==> src/rtl/rcg_pkg.sv <==
// Shared constants, register addresses and the ratio table for the
// table-ratio clock enable generator. Assumes 32-bit register access.
package rcg_pkg;
    localparam int NUM_DOM  = 5;   // processor, fast, slow, display, memory
    localparam int IDX_W    = 4;   // ratio index width per domain
    localparam int CNT_W    = 5;   // enough for divide-by-32
    localparam int PIX_W    = 9;   // pixel period field width
    localparam int GATE_W   = 8;   // gate register width
    localparam int DATA_W   = 32;  // bus data width
    localparam int FIELDS_W = NUM_DOM * IDX_W;
    localparam int UPD_BIT  = FIELDS_W; // commit request bit (20)

    // Gate bit per domain, in domain order
    localparam int DOM_GATE_BIT [NUM_DOM] = '{0, 1, 2, 7, 4};
    localparam int TIMER_GATE_BIT = 3;
    localparam int PIX_GATE_BIT   = 7;

    typedef enum logic [1:0] {
        ADDR_CTRL = 2'd0,
        ADDR_GATE = 2'd1,
        ADDR_PIX  = 2'd2,
        ADDR_NONE = 2'd3
    } addr_e;

    // Map a ratio index to (divisor - 1); reserved codes act as divide-by-1.
    function automatic logic [CNT_W-1:0] idx_to_pm1(input logic [IDX_W-1:0] idx);
        logic [CNT_W-1:0] r;
        case (idx)
            4'd0:    r = 5'd0;
            4'd1:    r = 5'd1;
            4'd2:    r = 5'd2;
            4'd3:    r = 5'd3;
            4'd4:    r = 5'd5;
            4'd5:    r = 5'd7;
            4'd6:    r = 5'd11;
            4'd7:    r = 5'd15;
            4'd8:    r = 5'd23;
            4'd9:    r = 5'd31;
            default: r = 5'd0;
        endcase
        return r;
    endfunction
endpackage

==> src/rtl/rcg_regs.sv <==
// Register block: pending and active ratio fields, commit request flag,
// gate bits and pixel period. Active ratios load from pending only when
// the top asserts commit. Assumes single-cycle writes, combinational reads.
module rcg_regs
    import rcg_pkg::*;
(
    input  logic                clk,
    input  logic                rst_n,
    input  logic [1:0]          addr,
    input  logic                we,
    input  logic [DATA_W-1:0]   wdata,
    input  logic                commit,
    output logic [DATA_W-1:0]   rdata,
    output logic [FIELDS_W-1:0] act_idx,
    output logic                upd_q,
    output logic [GATE_W-1:0]   gate_q,
    output logic [PIX_W-1:0]    pix_q
);
    logic [FIELDS_W-1:0] pend_q;
    logic                wr_ctrl;
    logic                wr_gate;
    logic                wr_pix;

    assign wr_ctrl = we && (addr == ADDR_CTRL);
    assign wr_gate = we && (addr == ADDR_GATE);
    assign wr_pix  = we && (addr == ADDR_PIX);

    logic unused_wdata;
    assign unused_wdata = ^wdata[DATA_W-1:UPD_BIT+1];

    // Pending ratio fields, written directly by the bus
    always_ff @(posedge clk) begin
        if (!rst_n)       pend_q <= '0;
        else if (wr_ctrl) pend_q <= wdata[FIELDS_W-1:0];
    end

    // Commit request: set by a write of 1, cleared when applied
    always_ff @(posedge clk) begin
        if (!rst_n)                       upd_q <= 1'b0;
        else if (wr_ctrl && wdata[UPD_BIT]) upd_q <= 1'b1;
        else if (commit)                  upd_q <= 1'b0;
    end

    // Active ratio fields, loaded all together on commit
    always_ff @(posedge clk) begin
        if (!rst_n)      act_idx <= '0;
        else if (commit) act_idx <= pend_q;
    end

    // Gate bits
    always_ff @(posedge clk) begin
        if (!rst_n)       gate_q <= '0;
        else if (wr_gate) gate_q <= wdata[GATE_W-1:0];
    end

    // Pixel period value
    always_ff @(posedge clk) begin
        if (!rst_n)      pix_q <= '0;
        else if (wr_pix) pix_q <= wdata[PIX_W-1:0];
    end

    // Read multiplexer
    always_comb begin
        rdata = '0;
        case (addr_e'(addr))
            ADDR_CTRL: rdata[UPD_BIT:0] = {upd_q, pend_q};
            ADDR_GATE: rdata[GATE_W-1:0] = gate_q;
            ADDR_PIX:  rdata[PIX_W-1:0]  = pix_q;
            default:   rdata = '0;
        endcase
    end
endmodule

==> src/rtl/rcg_counter.sv <==
// One divider: counts source cycles up to period_m1 and flags terminal
// count. The run flag is sampled only at terminal count, so a gate change
// never cuts a period short. Bypass forces terminal count every cycle.
module rcg_counter #(
    parameter int W = 5
) (
    input  logic         clk,
    input  logic         rst_n,
    input  logic         bypass,
    input  logic [W-1:0] period_m1,
    input  logic         run_req,
    output logic         tc,
    output logic         en
);
    logic [W-1:0] cnt_q;
    logic         run_q;

    // Terminal count; >= guards a period shortened mid-count
    assign tc = bypass || (cnt_q >= period_m1);
    assign en = tc && run_q;

    // Cycle counter, restarts after terminal count
    always_ff @(posedge clk) begin
        if (!rst_n || tc) cnt_q <= '0;
        else              cnt_q <= cnt_q + 1'b1;
    end

    // Run flag, updated only at the period boundary
    always_ff @(posedge clk) begin
        if (!rst_n)  run_q <= 1'b1;
        else if (tc) run_q <= run_req;
    end
endmodule

==> src/rtl/ratio_clk_gen.sv <==
// Top: five table-ratio domain dividers, a pixel divider and a timer
// enable, all in the source clock domain. The commit fires when a request
// is pending and every domain is at terminal count in the same cycle.
module ratio_clk_gen
    import rcg_pkg::*;
(
    input  logic              clk,
    input  logic              rst_n,
    input  logic              pll_on,
    input  logic [1:0]        bus_addr,
    input  logic              bus_we,
    input  logic [DATA_W-1:0] bus_wdata,
    output logic [DATA_W-1:0] bus_rdata,
    output logic              en_cpu,
    output logic              en_fast,
    output logic              en_slow,
    output logic              en_lcd,
    output logic              en_mem,
    output logic              en_pix,
    output logic              en_timer
);
    logic [FIELDS_W-1:0]      act_idx;
    logic                     upd_q;
    logic [GATE_W-1:0]        gate_q;
    logic [PIX_W-1:0]         pix_q;
    logic                     commit;
    logic [NUM_DOM-1:0]       dom_tc;
    logic [NUM_DOM-1:0]       dom_en;
    logic [NUM_DOM*CNT_W-1:0] dom_pm1;
    logic                     pix_tc;
    logic                     tmr_tc;
    logic                     bypass;

    assign bypass = !pll_on;
    assign commit = upd_q && (&dom_tc);

    rcg_regs u_regs (
        .clk     (clk),
        .rst_n   (rst_n),
        .addr    (bus_addr),
        .we      (bus_we),
        .wdata   (bus_wdata),
        .commit  (commit),
        .rdata   (bus_rdata),
        .act_idx (act_idx),
        .upd_q   (upd_q),
        .gate_q  (gate_q),
        .pix_q   (pix_q)
    );

    // One divider per ratio domain
    for (genvar d = 0; d < NUM_DOM; d++) begin : g_dom
        assign dom_pm1[d*CNT_W +: CNT_W] = idx_to_pm1(act_idx[d*IDX_W +: IDX_W]);
        rcg_counter #(.W(CNT_W)) u_div (
            .clk       (clk),
            .rst_n     (rst_n),
            .bypass    (bypass),
            .period_m1 (dom_pm1[d*CNT_W +: CNT_W]),
            .run_req   (!gate_q[DOM_GATE_BIT[d]]),
            .tc        (dom_tc[d]),
            .en        (dom_en[d])
        );
    end

    rcg_counter #(.W(PIX_W)) u_pix (
        .clk       (clk),
        .rst_n     (rst_n),
        .bypass    (bypass),
        .period_m1 (pix_q),
        .run_req   (!gate_q[PIX_GATE_BIT]),
        .tc        (pix_tc),
        .en        (en_pix)
    );

    rcg_counter #(.W(1)) u_tmr (
        .clk       (clk),
        .rst_n     (rst_n),
        .bypass    (1'b0),
        .period_m1 (1'b0),
        .run_req   (!gate_q[TIMER_GATE_BIT]),
        .tc        (tmr_tc),
        .en        (en_timer)
    );

    logic unused_tc;
    assign unused_tc = pix_tc ^ tmr_tc;

    assign en_cpu  = dom_en[0];
    assign en_fast = dom_en[1];
    assign en_slow = dom_en[2];
    assign en_lcd  = dom_en[3];
    assign en_mem  = dom_en[4];
endmodule

==> config.mk <==
export PLATFORM = sky130hd
export DESIGN_NAME = ratio_clk_gen
export DESIGN_NICKNAME = d
export VERILOG_FILES = /design/src/rtl/rcg_pkg.sv /design/src/rtl/rcg_regs.sv /design/src/rtl/rcg_counter.sv /design/src/rtl/ratio_clk_gen.sv
export SDC_FILE = /design/constraint.sdc
export NUM_CORES = 1
export LEC_CHECK = 0
export BUFFER_PORTS_ARGS = -buffer_cell sky130_fd_sc_hd__buf_2
export CORE_ASPECT_RATIO = 0.9
export CORE_MARGIN = 10
export CORE_UTILIZATION = 63
export DETAILED_ROUTE_END_ITERATION = 6
export PLACE_DENSITY = 0.85
export SLEW_MARGIN = 30
export SYNTH_ARGS = -nofsm -noshare
export SYNTH_HDL_FRONTEND = slang
export SYNTH_SLANG_ARGS = --single-unit
==> constraint.sdc <==
create_clock -name clk -period 3.3 [get_ports clk]
set_input_delay 0.165 -clock clk [delete_from_list [all_inputs] [get_ports clk]]
set_output_delay 0.165 -clock clk [all_outputs]
set_load 0.01 [all_outputs]
==> results of run 1 <==
## per-layer routing
layer / up-vias / wire, µm
met1: 2646 / 6869
met3: 36 / 1147
met5: - / 0
met4: 0 / 350
met2: 227 / 7074
li1: 2767 / -
## worst register-to-register path: cells and delay by family, from the launching register on
kind            cells  cell delay (ns)
flops               1             0.38
fa+ha+maj           1             0.26
buf+inv             2             0.42
simple gates        3             0.83
compound gates      2             0.35
mux                 1             0.25
## cell families after synthesis
logic type / synth area share [%]
AO/OA/AOI/OAI: 13.87
XOR/XNOR: 3.683
adder cells (fa/ha/maj): 7.794
buffers and inverters: 6.839
flip-flops: 38.66
multiplexers: 7.638
other: 0.05840
AND/OR/NAND/NOR: 21.45
## final cells by class
| class | count | area (µm²) |
|---|---|---|
| Timing Repair Buffer | 73 | 440.4 |
| Clock buffer | 18 | 429.2 |
| Multi-Input combinational cell | 583 | 3537 |
| Clock inverter | 14 | 135.1 |
| Fill cell | 639 | 2469 |
| Tap cell | 126 | 157.7 |
| Inverter | 47 | 176.4 |
| Sequential cell | 124 | 2482 |
## flip-flops by register name, summed over array words and instances, names as in the netlist
name / cells
u_pix.cnt_q: 9
u_regs.upd_q: 1
u_regs.pix_q: 9
u_regs.gate_q: 8
dom_pm1: 25
u_tmr.run_q: 1
g_dom.u_div.cnt_q: 25
u_regs.pend_q: 20
u_regs.act_idx: 20
g_dom.u_div.run_q: 5
u_pix.run_q: 1
## synth_stat cells, types with 6 or more instances
cell | instances | area, µm²
nor2b_1 | 17 | 106.4
mux2i_1 | 49 | 490.5
a21oi_1 | 65 | 325.3
nand2_1 | 142 | 533.0
nor3_1 | 7 | 35.03
xor2_1 | 14 | 122.6
o21ai_0 | 28 | 140.1
xnor2_1 | 13 | 113.9
dfxtp_1 | 124 | 2482
ha_1 | 40 | 500.5
inv_1 | 45 | 168.9
and3_1 | 6 | 37.54
and2_1 | 22 | 137.6
nor2_1 | 77 | 289.0
clkbuf_1 | 32 | 120.1
buf_4 | 11 | 82.58
nand3_1 | 23 | 115.1
a211oi_1 | 17 | 127.6
## power by group through the flow
stage / combinational (µW) / sequential (µW) / clock, µW
final: 227 / 1550 / 1770
after global routing: 250 / 1550 / 1850
after CTS: 223 / 1550 / 1780
after detailed placement: 211 / 1580 / 0
after global placement: 203 / 1580 / 0
after floorplan: 164 / 1570 / 0
## metrics by stage
stage,worst slack [ns],power [µW],area [µm²]
2_1_floorplan,1.109,1731,6459
3_3_place_gp,0.8620,1780,6684
3_5_place_dp,0.7851,1789,6684
4_1_cts,0.7610,3552,7358
5_1_grt,0.5649,3654,7358
6_report,0.7602,3550,7358
## how the worst max path moves through the flow
stage	to	cells past startpoint	slack, ns	startpoint
6_report	u_regs.act_idx[16]	9	0.76	g_dom[1].u_div.cnt_q[0]
2_1_floorplan	dom_pm1[11]	10	1.11	g_dom[1].u_div.cnt_q[0]
4_1_cts	dom_pm1[24]	9	0.76	g_dom[1].u_div.cnt_q[0]
3_5_place_dp	u_regs.act_idx[16]	9	0.79	g_dom[1].u_div.cnt_q[0]
3_3_place_gp	dom_pm1[17]	9	0.86	g_dom[1].u_div.cnt_q[0]
5_1_grt	dom_pm1[24]	9	0.56	g_dom[1].u_div.cnt_q[0]
==> flow_results.org, run 1 <==
** Detailed routing
- Post-detailed-routing wire length :: 15.44 mm
- Dividing the detail-routed via count by the number of cells gives between 5 and 6.
- Summing over every cut layer, the via total after detailed routing is 5676.
- Count of routing violations after the opening detailed-route iteration :: 518
- After detailed routing, the number of remaining DRC violations is 0.
- Routed wire length per instance :: 15.68 µm
- In this run the remaining antenna-violating nets after routing total 0.
- Pre-antenna DRT Iters :: 5

** Setup path
- Traced cell by cell, the critical path runs through inv_1 -> ha_1 -> nand2b_1 -> a211oi_1 -> o21a_1 -> or3_1 -> nor3_4 -> buf_4 -> mux2i_1.
- The worst setup path is launched from a flip-flop.
- Crit path largest cell delay :: 0.55 ns
- Of all nets on the critical path, the largest fanout is 25.
- Data arrives at the worst endpoint at 2.88 ns.
- Together, buffers and inverters on the worst path number 2.
- In this run the critical register-to-register path is captured at u_regs.act_idx[16].
- STA classifies the critical path endpoint as a flip-flop.
- For the worst flop-to-flop path, the logic depth is 9.
- Across all register-to-register paths, the minimum setup slack is 0.76 ns.
- Top Family by Delay on Critical Path :: simple AND/OR/NAND/NOR gates
- The worst setup path is of the flip-flop to flip-flop kind.
- For the worst setup path, the data required time is between 3 and 4 ns.
- Critical register-to-register path startpoint :: g_dom[1].u_div.cnt_q[0]
- The largest individual stage delay along the critical path comes from the cell or3_1.

** Pwr
- The share of total power dissipated in sequential elements is a little over two fifths.
- Leakage :: between 0.002 and 0.003 µW
- Cell-internal power :: around 2700 µW
- In this run, the clock network consumes 50.0% of the power.
- Dividing total power by cell area gives a power density of 482.4 nW/µm².
- Fraction of power spent switching nets :: 25.28%
- The worst-case IR drop observed on VDD is ~500 µV.
- Switching power of the nets :: ~900 µW
- Part of the power in combinational logic :: around 6.4%

** Placed design
- Counting tap cells, the placed design contains a total of 942 instances.
- GPL Wtd Cong :: about 0.87
- Post-detail-place hpwl :: 10.79 mm
- Input and output buffers added on the ports amount to 54.

** STA
- Setup total negative slack :: 0 ns
- For this run, the top clock speed supported by timing is between 0.3 and 0.4 GHz.
- Slew of the pin with the lowest slew margin :: ~0.77 ns
- After layout, the minimum clock period comes to ~2.5 ns.
- Total count of max-transition violations in the final report :: 0
- Worst slew margin relative to its limit :: 48.78%
- The hold violation count in the final report is 0.
- On the final layout, the worst clock skew is roughly 0.013 ns.
- Tcrit/Tclk final :: between 70% and 80%
- Setup repair after global routing left no endpoint under its margin.
- Hold Slack :: around 0.012 ns
- Setup violations remaining at the end of the flow were counted as 0.

** Final layout
- Layout Cells excl Fill :: 985
- Antenna fix cells :: 0
- Count of nets after finishing :: 924
- Share of final-layout standard cells stronger than drive strength 1 :: a little under an eighth
- Leaving out fill and tap cells, the most frequent cell in the layout is nand2_1.
- In the layout the commonest cells are nand2_1, dfxtp_1, nor2_1.
- Relative area change from synthesis to final layout :: 14.59%
- Finished Core Util :: between 70% and 80%

** Yosys
- Yosys mapped a number of flops with a built-in enable equal to 0.
- Post-synthesis instance area :: about 6400 µm²
- Syn Inst Count :: between 700 and 800
- Post-Synthesis Mean Instance Area :: 8.067 µm²
- Of the synthesized area, sequential elements account for between 30% and 40%.
- Async set-reset flop share out of synthesis :: 0%
- Predominant post-synthesis flop cell :: dfxtp_1
- Counting distinct cell types in the post-synthesis netlist gives 49.
- Warnings, synthesis :: 0
- Post-synthesis register bit count :: 124

** Global routing
- Remaining global-route overflow :: 0
- After global routing, the most crowded layer is met2.
- Number of global-route vias before repair :: 5437
- Global routing used 26.06% of the available met1 tracks.
- Global-route wire length before repair :: 25.58 mm
- Antenna violations before repair :: 0
- Global Route met3 Usage :: 6.484%
- Entering global routing, the biggest net connects 72 pins.
- Global routing consumed, on the met2 layer, 33.15% of the routing resources.
- For this run, the total global-route usage over all layers was measured as 20.87%.

** Clock network
- In this run the post-CTS setup repair buffer count came out at 0.
- Insertion delay of the later-clocked pin in the worst-skew pair :: 0.42 ns
- Cts bufs inserted :: 17
- In this run the clock root is driven by a clkbuf_16.
- H-Tree Depth :: 4
- After clock tree synthesis, the clock-pin slew on the worst setup and hold paths is 0.06 ns.
- Count of hold buffers inserted by post-cts repair :: 11
- Max Root-Sink Buffers :: 2
- Post-CTS repair changed the size of 0 cells.
- TritonCTS built the clock tree.
- Number of sinks on the clock net :: 124

** Floorplan
- Floorplan Core Area :: 9827 µm²
- Initial cell density of the core :: 65.34%
- 77 I/O pins were placed.
- From left edge to right edge, the die measures 126.4 µm.
- Die span in y :: 115.8 µm
- After floorplanning, the core was divided into 34 placement rows.
- The die covers 14640 µm².

** Min path
- The worst hold path passes through 3 cells.
- Hold Path End :: u_regs.pend_q[2]
- The startpoint identified for the worst hold timing path is bus_wdata[2].
- The min-delay analysis places its worst path in the category primary input to flip-flop.

** Outcome
- Run status :: finished, final reports clean

** Run
- Number of maximum-capacitance constraint violations :: 0
No activity file was read; power rests on OpenSTA's default activity.
==> run 2, diff against run 1 <==
--- a/config.mk
+++ b/config.mk
@@ -8,9 +8,9 @@
 export BUFFER_PORTS_ARGS = -buffer_cell sky130_fd_sc_hd__buf_2
 export CORE_ASPECT_RATIO = 0.9
 export CORE_MARGIN = 10
-export CORE_UTILIZATION = 63
+export CORE_UTILIZATION = 59
 export DETAILED_ROUTE_END_ITERATION = 6
-export PLACE_DENSITY = 0.85
+export PLACE_DENSITY = 0.81
 export SLEW_MARGIN = 30
 export SYNTH_ARGS = -nofsm -noshare
 export SYNTH_HDL_FRONTEND = slang
==> constraint.sdc (replaced) <==
create_clock -name clk -period 2.6 [get_ports clk]
set_input_delay 0.13 -clock clk [delete_from_list [all_inputs] [get_ports clk]]
set_output_delay 0.13 -clock clk [all_outputs]
set_load 0.01 [all_outputs]
==> run 2 against run 1 <==
  * Core utilization down 4.4 points
  * Non-clock buffer count up 15
  * Register-to-register slack worse by 0.61 ns
  * Critical path depth unchanged
  * Critical path type unchanged
  * Largest power group unchanged
==> flow_results.org, run 2 (same netlist as run 1, synthesis figures left out) <==
** Placed design
- At the end of routability-driven placement, the weighted congestion stood at 0.8791.
- Post-detail-place hpwl :: about 11 mm
- Port buffer count :: 54
- Number of instances in the placed design :: about 960

** Detailed routing
- After detailed routing, the average wire length per cell comes to 15.57 µm.
- Dividing the detail-routed via count by the number of cells gives 5.620.
- After detailed routing, the total wire length is 15.68 mm.
- The first detailed-routing pass ran for 7 iterations.
- The first routing iteration left 438 violations.
- The count of nets left with antenna violations once routing finished came out at 0.
- Vias after detailed routing :: approximately 5.7k
- In the routed design, unresolved DRC markers number 0.

** Outcome
- The run finished with clean final reports.

** Global routing
- Antenna violations before repair :: 0
- Global-route wire length before repair :: 26.65 mm
- Total Routing Usage GR :: between 20% and 30%
- Number of global-route vias before repair :: 5624
- For this run the aggregate overflow at the end of global routing stands at 0.
- Entering global routing, the biggest net connects 72 pins.

** STA
- Tcrit/Tclk final :: 94.27%
- The worst path needs around 2.5 ns of the cycle, external delays included.
- Total count of max-transition violations in the final report :: 0
- Final setup viols :: 0
- RSZ-0062 raised after global routing :: no
- Slew of the pin with the lowest slew margin :: 0.7466 ns
- The hold violation count in the final report came to 0.
- Static timing analysis puts the maximum clock frequency at 0.4080 GHz.
- Skew final :: 0.007995 ns
- Adding up every negative setup slack in the final design gives 0 ns.
- Worst slew margin relative to its limit :: 50.10%

** Setup path
- The most critical setup path has its startpoint at g_dom[0].u_div.cnt_q[0].
- Startpoint type of the worst setup path :: flip-flop
- CP max FO :: 16
- Critical register-to-register path startpoint :: g_dom[0].u_div.cnt_q[0]
- At the worst endpoint, the required time is 2.93 ns.
- Crit Path Category :: flip-flop to flip-flop
- The worst setup path is captured at a flip-flop.
- Arrival @ worst endpoint :: ~2.8 ns

** Final layout
- Layout Cells excl Fill :: 1007
- The filler cells instantiated in the layout total 760.
- Relative area change from synthesis to final layout :: 17.60%
- Antenna fix cells :: 0
- Of the cells placed in the final design, the portion with a size suffix greater than 1 is approximately an eighth.
- The final layout contains between 900 and 1k nets.
- Most frequent cells in the layout :: nand2_1, dfxtp_1, nor2_1
- Most common library cell in the layout ignoring fill and taps :: nand2_1

** Clock network
- Clock tree synthesis inserted a total of 17 buffers.
- Quantity of gates resized following cts :: 0
- CTS tree :: done
- CTS placed an instance of clkbuf_16 at the clock tree root.
- H-Tree Depth :: 4
- The longest clock path from root to sink contains 2 buffers.
- At the later pin of the worst-skew pair, clock insertion delay measures 0.42 ns.
- CTS saw 124 sinks.
- After clock tree synthesis, the clock-pin slew on the worst setup and hold paths is around 0.05 ns.

** Pwr
- Total power divided by cell area :: 616.3 nW/µm²
- Across the VDD grid, the largest voltage drop is 678.9 µV.
- In this run the static leakage power is 0.002928 µW.

** Floorplan
- Measured along the y axis, the die boundary spans roughly 120 µm.
- Floorplan Core Area :: 10720 µm²
- Pin placement for this block handled 77 I/O pins.
- Initial cell density of the core :: 59.90%
- Row generation in the floorplan step produced 36 rows.
- Chip Width :: 130.0 µm
- Full die area :: between 15000 and 20000 µm²

** Run
- Number of maximum-capacitance constraint violations :: 0

** Min path
- The startpoint identified for the worst hold timing path is bus_wdata[20].
- The path class of the tightest hold or removal check is primary input to flip-flop.
-- run 2: repair_timing --
item / 4_1_cts / 5_1_grt
hold endpoints to repair: 29 / 0
hold buffers: 20 / 0
setup buffers: 0 / 0
-- run 2: metal layers --
metal	up-vias	wire length, µm	part of all wire, %	global-route usage, %
met5	-	0	0	0
met4	0	306	2.0	8.778
met3	31	1032	6.6	6.608
met2	198	7280	46	32.85
met1	2653	7062	45	26.31
li1	2777	-	-	-
-- run 2: path summary, 6_finish.rpt --
path	end	slack, ns	depth (start not counted)
setup / recovery	u_regs.act_idx[4]	0.15	9
hold reg to reg	u_tmr.run_q	0.41	1
setup reg to reg	u_regs.act_idx[4]	0.15	9
hold / removal	u_regs.upd_q	0.02	3
-- run 2: final cells by class --
type	instances	area, µm²	area share, %
multi-input cells	583	3537	46.84
flip-flops and latches	124	2482	32.87
repair buffers	88	588.1	7.788
inverters	47	176.4	2.336
clock buffers	20	456.7	6.048
well taps	133	166.4	2.204
clock inverters	12	143.9	1.906
-- run 2: stage by stage --
step                      power [µW]  hold WS (ns)  worst slack (ns)  area (µm²)  util, %
after detailed placement        2277        0.3818            0.1950        6750    62.97
final                           4654       0.02031            0.1490        7551    70.44
after CTS                       4650      0.005182            0.1636        7551    70.44
after floorplan                 2197        0.2660            0.4090        6459        -
after global routing            4782      0.009080           0.02228        7551    70.44
after global placement          2264        0.3717            0.2972        6750    62.97
-- run 2: worst max-delay path, stage by stage, from the launching register on --
cell	delay, ns
dfxtp_1	0.38
inv_1	0.07
ha_1	0.27
nand2b_1	0.09
a21oi_1	0.07
o21a_1	0.23
or3_1	0.49
nor3_4	0.23
buf_4	0.31
mux2i_1	0.24
-- run 2: where the power goes --
group / internal (µW) / switching [µW]
clock: 1550 / 835
combinational: 120 / 186
sequential: 1930 / 35.2
